==> src/rtl/flagalu_pkg.sv <==
package flagalu_pkg;
  typedef enum logic [3:0] {
    OP_ADD  = 4'd0,  OP_ADC  = 4'd1,  OP_SUB  = 4'd2,  OP_SBB  = 4'd3,
    OP_AND  = 4'd4,  OP_OR   = 4'd5,  OP_XOR  = 4'd6,  OP_CMP  = 4'd7,
    OP_INCA = 4'd8,  OP_DECA = 4'd9,  OP_INCT = 4'd10, OP_DECT = 4'd11,
    OP_LDA  = 4'd12
  } alu_op_e;

  localparam int FL_CY = 0;
  localparam int FL_P  = 1;
  localparam int FL_AC = 2;
  localparam int FL_Z  = 3;
  localparam int FL_S  = 4;
  localparam int FL_N  = 5;
endpackage

==> src/rtl/flagalu_adder.sv <==
module flagalu_adder #(
  parameter int W = 8
) (
  input  logic [W-1:0] a_i,
  input  logic [W-1:0] b_i,
  input  logic         cin_i,
  output logic [W-1:0] sum_o,
  output logic         cout_o,
  output logic         hcout_o
);
  localparam int HB = W / 2;
  localparam int UB = W - HB;

  logic [HB:0] lo;
  logic [UB:0] hi;

  always_comb begin
    lo = {1'b0, a_i[HB-1:0]} + {1'b0, b_i[HB-1:0]} + {{HB{1'b0}}, cin_i};
    hi = {1'b0, a_i[W-1:HB]} + {1'b0, b_i[W-1:HB]} + {{UB{1'b0}}, lo[HB]};
  end

  assign sum_o   = {hi[UB-1:0], lo[HB-1:0]};
  assign cout_o  = hi[UB];
  assign hcout_o = lo[HB];
endmodule

==> src/rtl/flagalu_status.sv <==
module flagalu_status #(
  parameter int W = 8
) (
  input  logic [W-1:0] res_i,
  output logic         sign_o,
  output logic         zero_o,
  output logic         even_o
);
  assign sign_o = res_i[W-1];
  assign zero_o = (res_i == '0);
  assign even_o = ~(^res_i);
endmodule

==> src/rtl/flagalu_top.sv <==
module flagalu_top
  import flagalu_pkg::*;
#(
  parameter int W = 8
) (
  input  logic         clk,
  input  logic         rst_n,
  input  logic [3:0]   op_i,
  input  logic [W-1:0] opnd_i,
  input  logic         tmp_wr_i,
  input  logic         exe_i,
  input  logic         cin_sel_i,
  input  logic         cin_ext_i,
  output logic [W-1:0] result_o,
  output logic [W-1:0] acc_o,
  output logic [FL_N-1:0] flags_o
);
  logic [W-1:0]    acc_q, tmp_q, res_q;
  logic [FL_N-1:0] flg_q;

  logic [W-1:0] add_a, add_b, add_sum, res_d;
  logic         add_cin, add_cout, add_hc;
  logic         cin_pick, cy_d, ac_d;
  logic         s_d, z_d, p_d;
  logic         wr_acc, wr_flags;
  alu_op_e      op;

  assign op       = alu_op_e'(op_i);
  assign cin_pick = cin_sel_i ? cin_ext_i : flg_q[FL_CY];

  // operand steering into the shared adder
  always_comb begin
    add_a   = acc_q;
    add_b   = tmp_q;
    add_cin = 1'b0;
    unique case (op)
      OP_ADC:           add_cin = cin_pick;
      OP_SUB, OP_CMP: begin add_b = ~tmp_q; add_cin = 1'b1; end
      OP_SBB:         begin add_b = ~tmp_q; add_cin = ~cin_pick; end
      OP_INCA:        begin add_b = '0; add_cin = 1'b1; end
      OP_DECA:          add_b = '1;
      OP_INCT:        begin add_a = tmp_q; add_b = '0; add_cin = 1'b1; end
      OP_DECT:        begin add_a = tmp_q; add_b = '1; end
      default: ;
    endcase
  end

  flagalu_adder #(.W(W)) u_add (
    .a_i(add_a), .b_i(add_b), .cin_i(add_cin),
    .sum_o(add_sum), .cout_o(add_cout), .hcout_o(add_hc)
  );

  // result and carry-class flags
  always_comb begin
    res_d    = add_sum;
    cy_d     = flg_q[FL_CY];
    ac_d     = add_hc;
    wr_acc   = 1'b0;
    wr_flags = 1'b1;
    unique case (op)
      OP_ADD, OP_ADC:         begin cy_d = add_cout;  wr_acc = 1'b1; end
      OP_SUB, OP_SBB:         begin cy_d = ~add_cout; wr_acc = 1'b1; end
      OP_CMP:                       cy_d = ~add_cout;
      OP_AND: begin res_d = acc_q & tmp_q; cy_d = 1'b0; ac_d = 1'b1; wr_acc = 1'b1; end
      OP_OR:  begin res_d = acc_q | tmp_q; cy_d = 1'b0; ac_d = 1'b0; wr_acc = 1'b1; end
      OP_XOR: begin res_d = acc_q ^ tmp_q; cy_d = 1'b0; ac_d = 1'b0; wr_acc = 1'b1; end
      OP_INCA, OP_DECA:             wr_acc = 1'b1;
      OP_INCT, OP_DECT: ;
      default:                      wr_flags = 1'b0;
    endcase
  end

  flagalu_status #(.W(W)) u_stat (
    .res_i(res_d), .sign_o(s_d), .zero_o(z_d), .even_o(p_d)
  );

  always_ff @(posedge clk or negedge rst_n) begin
    if (!rst_n) begin
      acc_q <= '0;
      tmp_q <= '0;
      res_q <= '0;
      flg_q <= '0;
    end else begin
      if (tmp_wr_i) tmp_q <= opnd_i;
      if (exe_i) begin
        if (op == OP_LDA) acc_q <= tmp_q;
        else if (wr_acc)  acc_q <= res_d;
        if (wr_flags) begin
          res_q <= res_d;
          flg_q[FL_S]  <= s_d;
          flg_q[FL_Z]  <= z_d;
          flg_q[FL_AC] <= ac_d;
          flg_q[FL_P]  <= p_d;
          flg_q[FL_CY] <= cy_d;
        end
      end
    end
  end

  assign result_o = res_q;
  assign acc_o    = acc_q;
  assign flags_o  = flg_q;
endmodule

==> config.mk <==
export PLATFORM = sky130hd
export DESIGN_NAME = flagalu_top
export DESIGN_NICKNAME = d
export VERILOG_FILES = /design/src/rtl/flagalu_pkg.sv /design/src/rtl/flagalu_adder.sv /design/src/rtl/flagalu_status.sv /design/src/rtl/flagalu_top.sv
export SDC_FILE = /design/constraint.sdc
export NUM_CORES = 1
export LEC_CHECK = 0
export ABC_AREA = 0
export ABC_CLOCK_PERIOD_IN_PS = 3800
export BUFFER_PORTS_ARGS = -buffer_cell sky130_fd_sc_hd__clkbuf_2
export CORE_MARGIN = 5
export CORE_UTILIZATION = 52
export CTS_CLUSTER_DIAMETER = 80
export CTS_CLUSTER_SIZE = 10
export DETAILED_ROUTE_END_ITERATION = 10
export PLACE_DENSITY_LB_ADDON = 0.3
export SYNTH_ARGS = -nofsm -noshare
export SYNTH_HDL_FRONTEND = slang
export SYNTH_SLANG_ARGS = --single-unit
==> constraint.sdc <==
create_clock -name clk -period 3.8 [get_ports clk]
set_input_delay 0.38 -clock clk [delete_from_list [all_inputs] [get_ports clk]]
set_output_delay 0.38 -clock clk [all_outputs]
set_load 0.02 [all_outputs]
## Word level (Yosys, flattened, before mapping)

Index checks and enable logic that the tools add are counted.

- Flip-flop bits (word level): 29
- Input bits: 18
- Logic and storage cells: 57
- Output and inout bits: 21

- Bitwise operators: 7
- Muxes and demuxes: 11
- Add/sub/neg operators: 4
- Reduce and logical (&&, ||, !) cells: 18
- Equality and inequality tests: 12

Operators with widths:

| kind | number |
|---|---|
| case mux 8 bit (3 select lines) | 2 |
| 2-to-1 mux 8 bit | 3 |
| equality test 4 bit, second input constant | 5 |
| equality test 4 x 3 -> 1 bit, second input constant | 4 |
| OR reduction 12 bit | 1 |
| adder 4 x 4 -> 5 bit | 2 |
| adder 5 x 1 -> 5 bit | 2 |
| OR reduction 2 bit | 5 |
| OR reduction 9 bit | 1 |
| AND 8 bit | 1 |
| equality test 4 x 2 -> 1 bit, second input constant | 2 |
| zero test 8 bit | 1 |
| NOT 8 bit | 1 |
| bitwise OR 8 bit | 1 |
| parity 8 bit | 1 |
| XOR 8 bit | 1 |
| case mux 1 bit (3 select lines) | 2 |
| OR reduction 3 bit | 2 |
| equality test 4 x 1 -> 1 bit, second input constant | 1 |
| zero test 4 bit | 1 |
| AND reduction 2 bit | 2 |
| OR reduction 4 bit | 1 |
| 2-to-1 mux 1 bit | 3 |
| NOT 1 bit | 3 |
| other kinds (4) | 4 |

## Depth between registers and ports, before layout

- Word-level depth: 9
- Gate-level depth with buffers: 19
- Mapped depth without buffers: 18

## Hierarchy

From an unflattened synthesis, not the netlist that was laid out.

- Cell total of the unflattened synthesis: 308
- Area total of the unflattened synthesis: 2,638.8 sq um

By module, submodules not included:

| module | sequential area each (sq um) | area an instance (sq um) | cells an instance | times used |
|---|---|---|---|---|
| flagalu_top | 725.7 | 2,232.1 | 259 | 1 |
| flagalu_adder | 0.0 | 284.0 | 32 | 1 |
| flagalu_status | 0.0 | 122.6 | 17 | 1 |

## Least setup slack after synthesis

No wires, ideal clock.

- Path type: input to register
- From: input op_i[2]
- To: register flg_q[1], in the netlist flags_o[1]
- Arrival time: 4.077 ns
- Stages on the path: 19
- Setup slack: -0.404 ns
- Library setup time: 0.128 ns
- Buffers on the path: 2
- Data required time: 3.672 ns
- Path through: nand2b_1 -> or2_1 -> buf_2 -> buf_2 -> a21oi_1 -> fa_1 -> fa_1 -> nor2b_1 -> o21ai_0 -> nand2_1 -> fa_1 -> fa_1 -> xor2_1 -> o22ai_1 -> a221o_1 -> ha_1 -> xor2_1 -> xnor2_1 -> o21ai_0

- Longest elaborated chain between the ends: 9
- Elaborated cells between the ends (all ways): 30
- Classes of those cells: add/sub: 4; eq/ne: 11; mux: 5; bitwise: 1; reduce/logical: 9

RTL lines:

| what | line | source |
|---|---|---|
| start: declaration | flagalu_top.sv:8 | `input logic [3:0] op_i,` |
| equality test 4 x 3 -> 1 bit (tied with other cells) | flagalu_top.sv:36, flagalu_top.sv:60 |  |
| OR reduction 3 bit (no line) or OR reduction 2 bit (tied branches) | - |  |
| case mux 8 bit (3 select lines) or 2-to-1 mux 8 bit (tied branches) | flagalu_top.sv:36 | `unique case (op)` |
| adder 4 x 4 -> 5 bit | flagalu_adder.sv:18 | `lo = {1'b0, a_i[HB-1:0]} + {1'b0, b_i[HB-1:0]} + {{HB{1'b0}}, cin_i};` |
| adder 5 x 1 -> 5 bit | flagalu_adder.sv:18 |  |
| adder 5 x 1 -> 5 bit | flagalu_adder.sv:19 | `hi = {1'b0, a_i[W-1:HB]} + {1'b0, b_i[W-1:HB]} + {{UB{1'b0}}, lo[HB]};` |
| case mux 8 bit (3 select lines) | flagalu_top.sv:60 | `unique case (op)` |
| parity 8 bit | flagalu_status.sv:11 | `assign even_o = ~(^res_i);` |
| NOT 1 bit | flagalu_status.sv:11 |  |
| end signal: indexed assignment | flagalu_top.sv:91 | `flg_q[FL_Z] <= z_d;` |
| end signal: indexed assignment | flagalu_top.sv:93 | `flg_q[FL_P] <= p_d;` |
| end signal: indexed assignment | flagalu_top.sv:94 | `flg_q[FL_CY] <= cy_d;` |
| end: declaration | flagalu_top.sv:19 | `logic [FL_N-1:0] flg_q;` |

Parallel ways exist; a longest one is shown, timed or not.
A chain may end at the register's enable or synchronous reset.

## Worst setup path after layout

- From: input op_i[3]
- To: register flg_q[1], in the netlist flags_o[1]

The elaborated chain is that of the path after synthesis.

==> results.json <==
{
  "status": "finished, violations left",
  "violations": "negative setup slack",
  "cts_made_buffers": 3,
  "final_cell_area_um2": 3112,
  "ir_drop_uv": 240.5,
  "drive_above_1_share_pct": 30.39,
  "placed_cell_area_um2": 2983,
  "diodes": 0,
  "boundaryPins": 39,
  "htree_levels": 1,
  "fmax_mhz": 261.1,
  "grt_pass1_vias": 2324,
  "p_per_area_nw_per_um2": 690.2,
  "required_ns": 3.95,
  "die-area_um2": 6247,
  "route.detailed.drc": 0,
  "grt_pass1_wl_um": 11310,
  "initialDrtViolationCount": 299,
  "grt_max_degree": 29,
  "yosys_warnings": 0,
  "grtUsageTotal_pct": 23.07,
  "place_inst": 409,
  "port_buffers": 38,
  "rsz0062_at_grt": "true",
  "final_nets": 411,
  "die_h_um": 79.04,
  "avgRoutedWirePerCell_um": 16.11,
  "area_growth_pct": 25.54,
  "worstSkewPairLatency_ns": 0.28,
  "hold_ws_ns": 0.1248,
  "p_int_mw": 1.194,
  "ctsLongestPathBuffers": 2,
  "slew_headroom_pct": 53.12,
  "grt_antenna_before_repair": 0,
  "switching_share_pct": 44.41,
  "first_pass_iters": 4,
  "coreArea_um2": 4661,
  "power_frac_seq_pct": 22.9,
  "path_class": "in2reg",
  "synth_area_um2": 2479,
  "r2r_slack_ns": -0.02,
  "layout_setup_ws_ns": -0.02979,
  "utilization_pct": 66.77,
  "worstMarginPinSlew_ns": 0.7032,
  "p_switching_mw": 0.9540,
  "skew_ns": 0.003870,
  "clkPwrFrac_pct": 8.9,
  "synth-edff-count": 0,
  "cts_root_buf": "clkbuf_8",
  "synthCells": 290,
  "vias": 2411,
  "fin_total_pwr_mw": 2.148,
  "fin_setup_tns_ns": -0.02979,
  "cp.arrival_ns": 3.98,
  "ys_ff_latch": 28,
  "hpwl_um": 5232,
  "power_frac_comb_pct": 68.2,
  "grt_overflow": 0,
  "period_share_pct": 100.8,
  "place_congestion": 0.9353,
  "yosysSeqAreaShare_pct": 28.27,
  "setup_viol": 1,
  "cts_tree": "done",
  "syn_avg_cell_area_um2": 8.547,
  "instances_no_fill": 416,
  "maxCapViolCount": 0,
  "die_w_um": 79.04,
  "vias_per_cell": 5.796,
  "synth.distinct_cells": 53,
  "async_flop_share_pct": 100.0,
  "path_clk_slew_ns": 0.10,
  "slew_violations": 0,
  "cp-start-kind": "input pin",
  "synth_nets": 338,
  "clock_sinks": 28,
  "finalCriticalPeriod_ns": 3.830,
  "cp-end-kind": "flip-flop",
  "preCtsSetupSlack_ns": -0.3822,
  "final_hold_viol_count": 0,
  "start_util_pct": 53.18,
  "synth_ff_type": "dfrtp_1",
  "crit_fanout": 8,
  "rows": 25,
  "power_leakage_nw": 1.520,
  "routed_wirelength_um": 6700,
  "hp-class": "in2async",
  "antenna_left": 0
}
metal layers:
metal  vias up  global-route usage (%)  part of all wire [%]
met3         5                   1.701                   6.7
li1       1187                       -                     -
met1      1135                   32.76                    46
met2        84                   37.88                    46
met5         -                       0                     0
met4         0                   6.186                   1.0
cell usage after synthesis, drive strengths merged (3+ instances only):
| cell | number | area [um^2] |
|---|---|---|
| nand2 | 41 | 153.9 |
| o21ai | 30 | 150.1 |
| dfrtp | 28 | 700.7 |
| ha | 26 | 325.3 |
| inv | 19 | 71.32 |
| a21oi | 18 | 93.84 |
| buf | 14 | 101.4 |
| nor2 | 13 | 51.30 |
| o22ai | 11 | 81.32 |
| nand2b | 9 | 58.81 |
| a21boi | 8 | 60.06 |
| mux2i | 6 | 60.06 |
| nand3 | 6 | 30.03 |
| a221o | 4 | 40.04 |
| a22oi | 4 | 30.03 |
| fa | 4 | 80.08 |
| a21o | 3 | 22.52 |
| a31oi | 3 | 25.02 |
| clkbuf | 3 | 11.26 |
| o211ai | 3 | 22.52 |
| o21a | 3 | 22.52 |
| o221ai | 3 | 26.28 |
| xnor2 | 3 | 26.28 |
critical path, stage by stage:
cell	delay, ns
clkbuf_2	0.17
nor2_1	0.29
o32a_1	0.22
o32a_1	0.16
fa_2	0.23
fa_2	0.21
nor2b_1	0.04
o21ai_1	0.16
nand2_1	0.11
fa_2	0.36
fa_2	0.54
o22ai_1	0.07
a221o_1	0.41
ha_4	0.24
xor2_2	0.17
xnor2_1	0.15
o21ai_1	0.07
what timing repair did:
action	CTS	global route
hold buffers	0	0
hold endpoints to repair	0	0
setup endpoints to repair	1	1
gates resized for setup	3	4
pin swaps	0	2
buffers inserted	0	3
power groups by stage:
stage / Sequential, mW / Clock (mW) / Combinational (mW)
floorplan: 0.604 / 0 / 0.795
global route: 0.511 / 0.211 / 1.63
global placement: 0.491 / 0 / 1.32
detailed placement: 0.498 / 0 / 1.35
CTS: 0.492 / 0.199 / 1.36
finish: 0.492 / 0.191 / 1.47
path summary, 6_finish.rpt:
check / start / endpoint / cells past startpoint
min reg2reg: result_o[3]$_DFFE_PN0P_ / result_o[3]$_DFFE_PN0P_ / 2
min in group clk: opnd_i[2] / tmp_q[2]$_DFFE_PN0P_ / 3
max in group asynchronous: rst_n / acc_o[7]$_DFFE_PN0P_ / 1
max: op_i[3] / flags_o[1]$_DFFE_PN0P_ / 17
min: rst_n / acc_o[0]$_DFFE_PN0P_ / 1
max reg2reg: flags_o[0]$_DFFE_PN0P_ / flags_o[1]$_DFFE_PN0P_ / 16
layout make-up:
type | count | area [um^2]
clock buffer | 4 | 55.05
multi-input combinational | 226 | 1674
inverter | 19 | 71.32
fill | 372 | 1549
sequential | 28 | 700.7
timing repair buffer | 85 | 543.0
tap | 54 | 67.56
kinds of logic (layout without fill, tap and decap cells):
family	Yosys count	count (layout)	share of synthesized area [%]
xor+xnor	5	5	1.767
mux	6	6	2.423
compound gates	101	101	27.16
flops	28	28	28.27
simple gates	84	84	16.61
fa+ha+maj	30	30	16.36
buf+inv	36	108	7.421
state kept, by name, summed over array words and instances, names as in the netlist:
name	flops
tmp_q	8
flags_o	4
acc_o	8
result_o	8
cell usage in the layout (no fill, tap or decap), types with 3 or more instances in the layout:
master	count
buf_4	47
nand2_1	41
clkbuf_2	38
dfrtp_1	28
ha_1	24
inv_1	19
o21ai_1	19
a21oi_1	16
nor2_1	12
o21ai_0	11
o22ai_1	9
nand2b_1	7
a21boi_0	7
nand3_1	6
mux2i_1	5
a221o_1	4
a22oi_1	4
fa_2	4
clkbuf_8	4
xnor2_1	3
o21a_1	3
a21o_1	3
o211ai_1	3
o221ai_1	3
(Power assumes the default switching activity.)
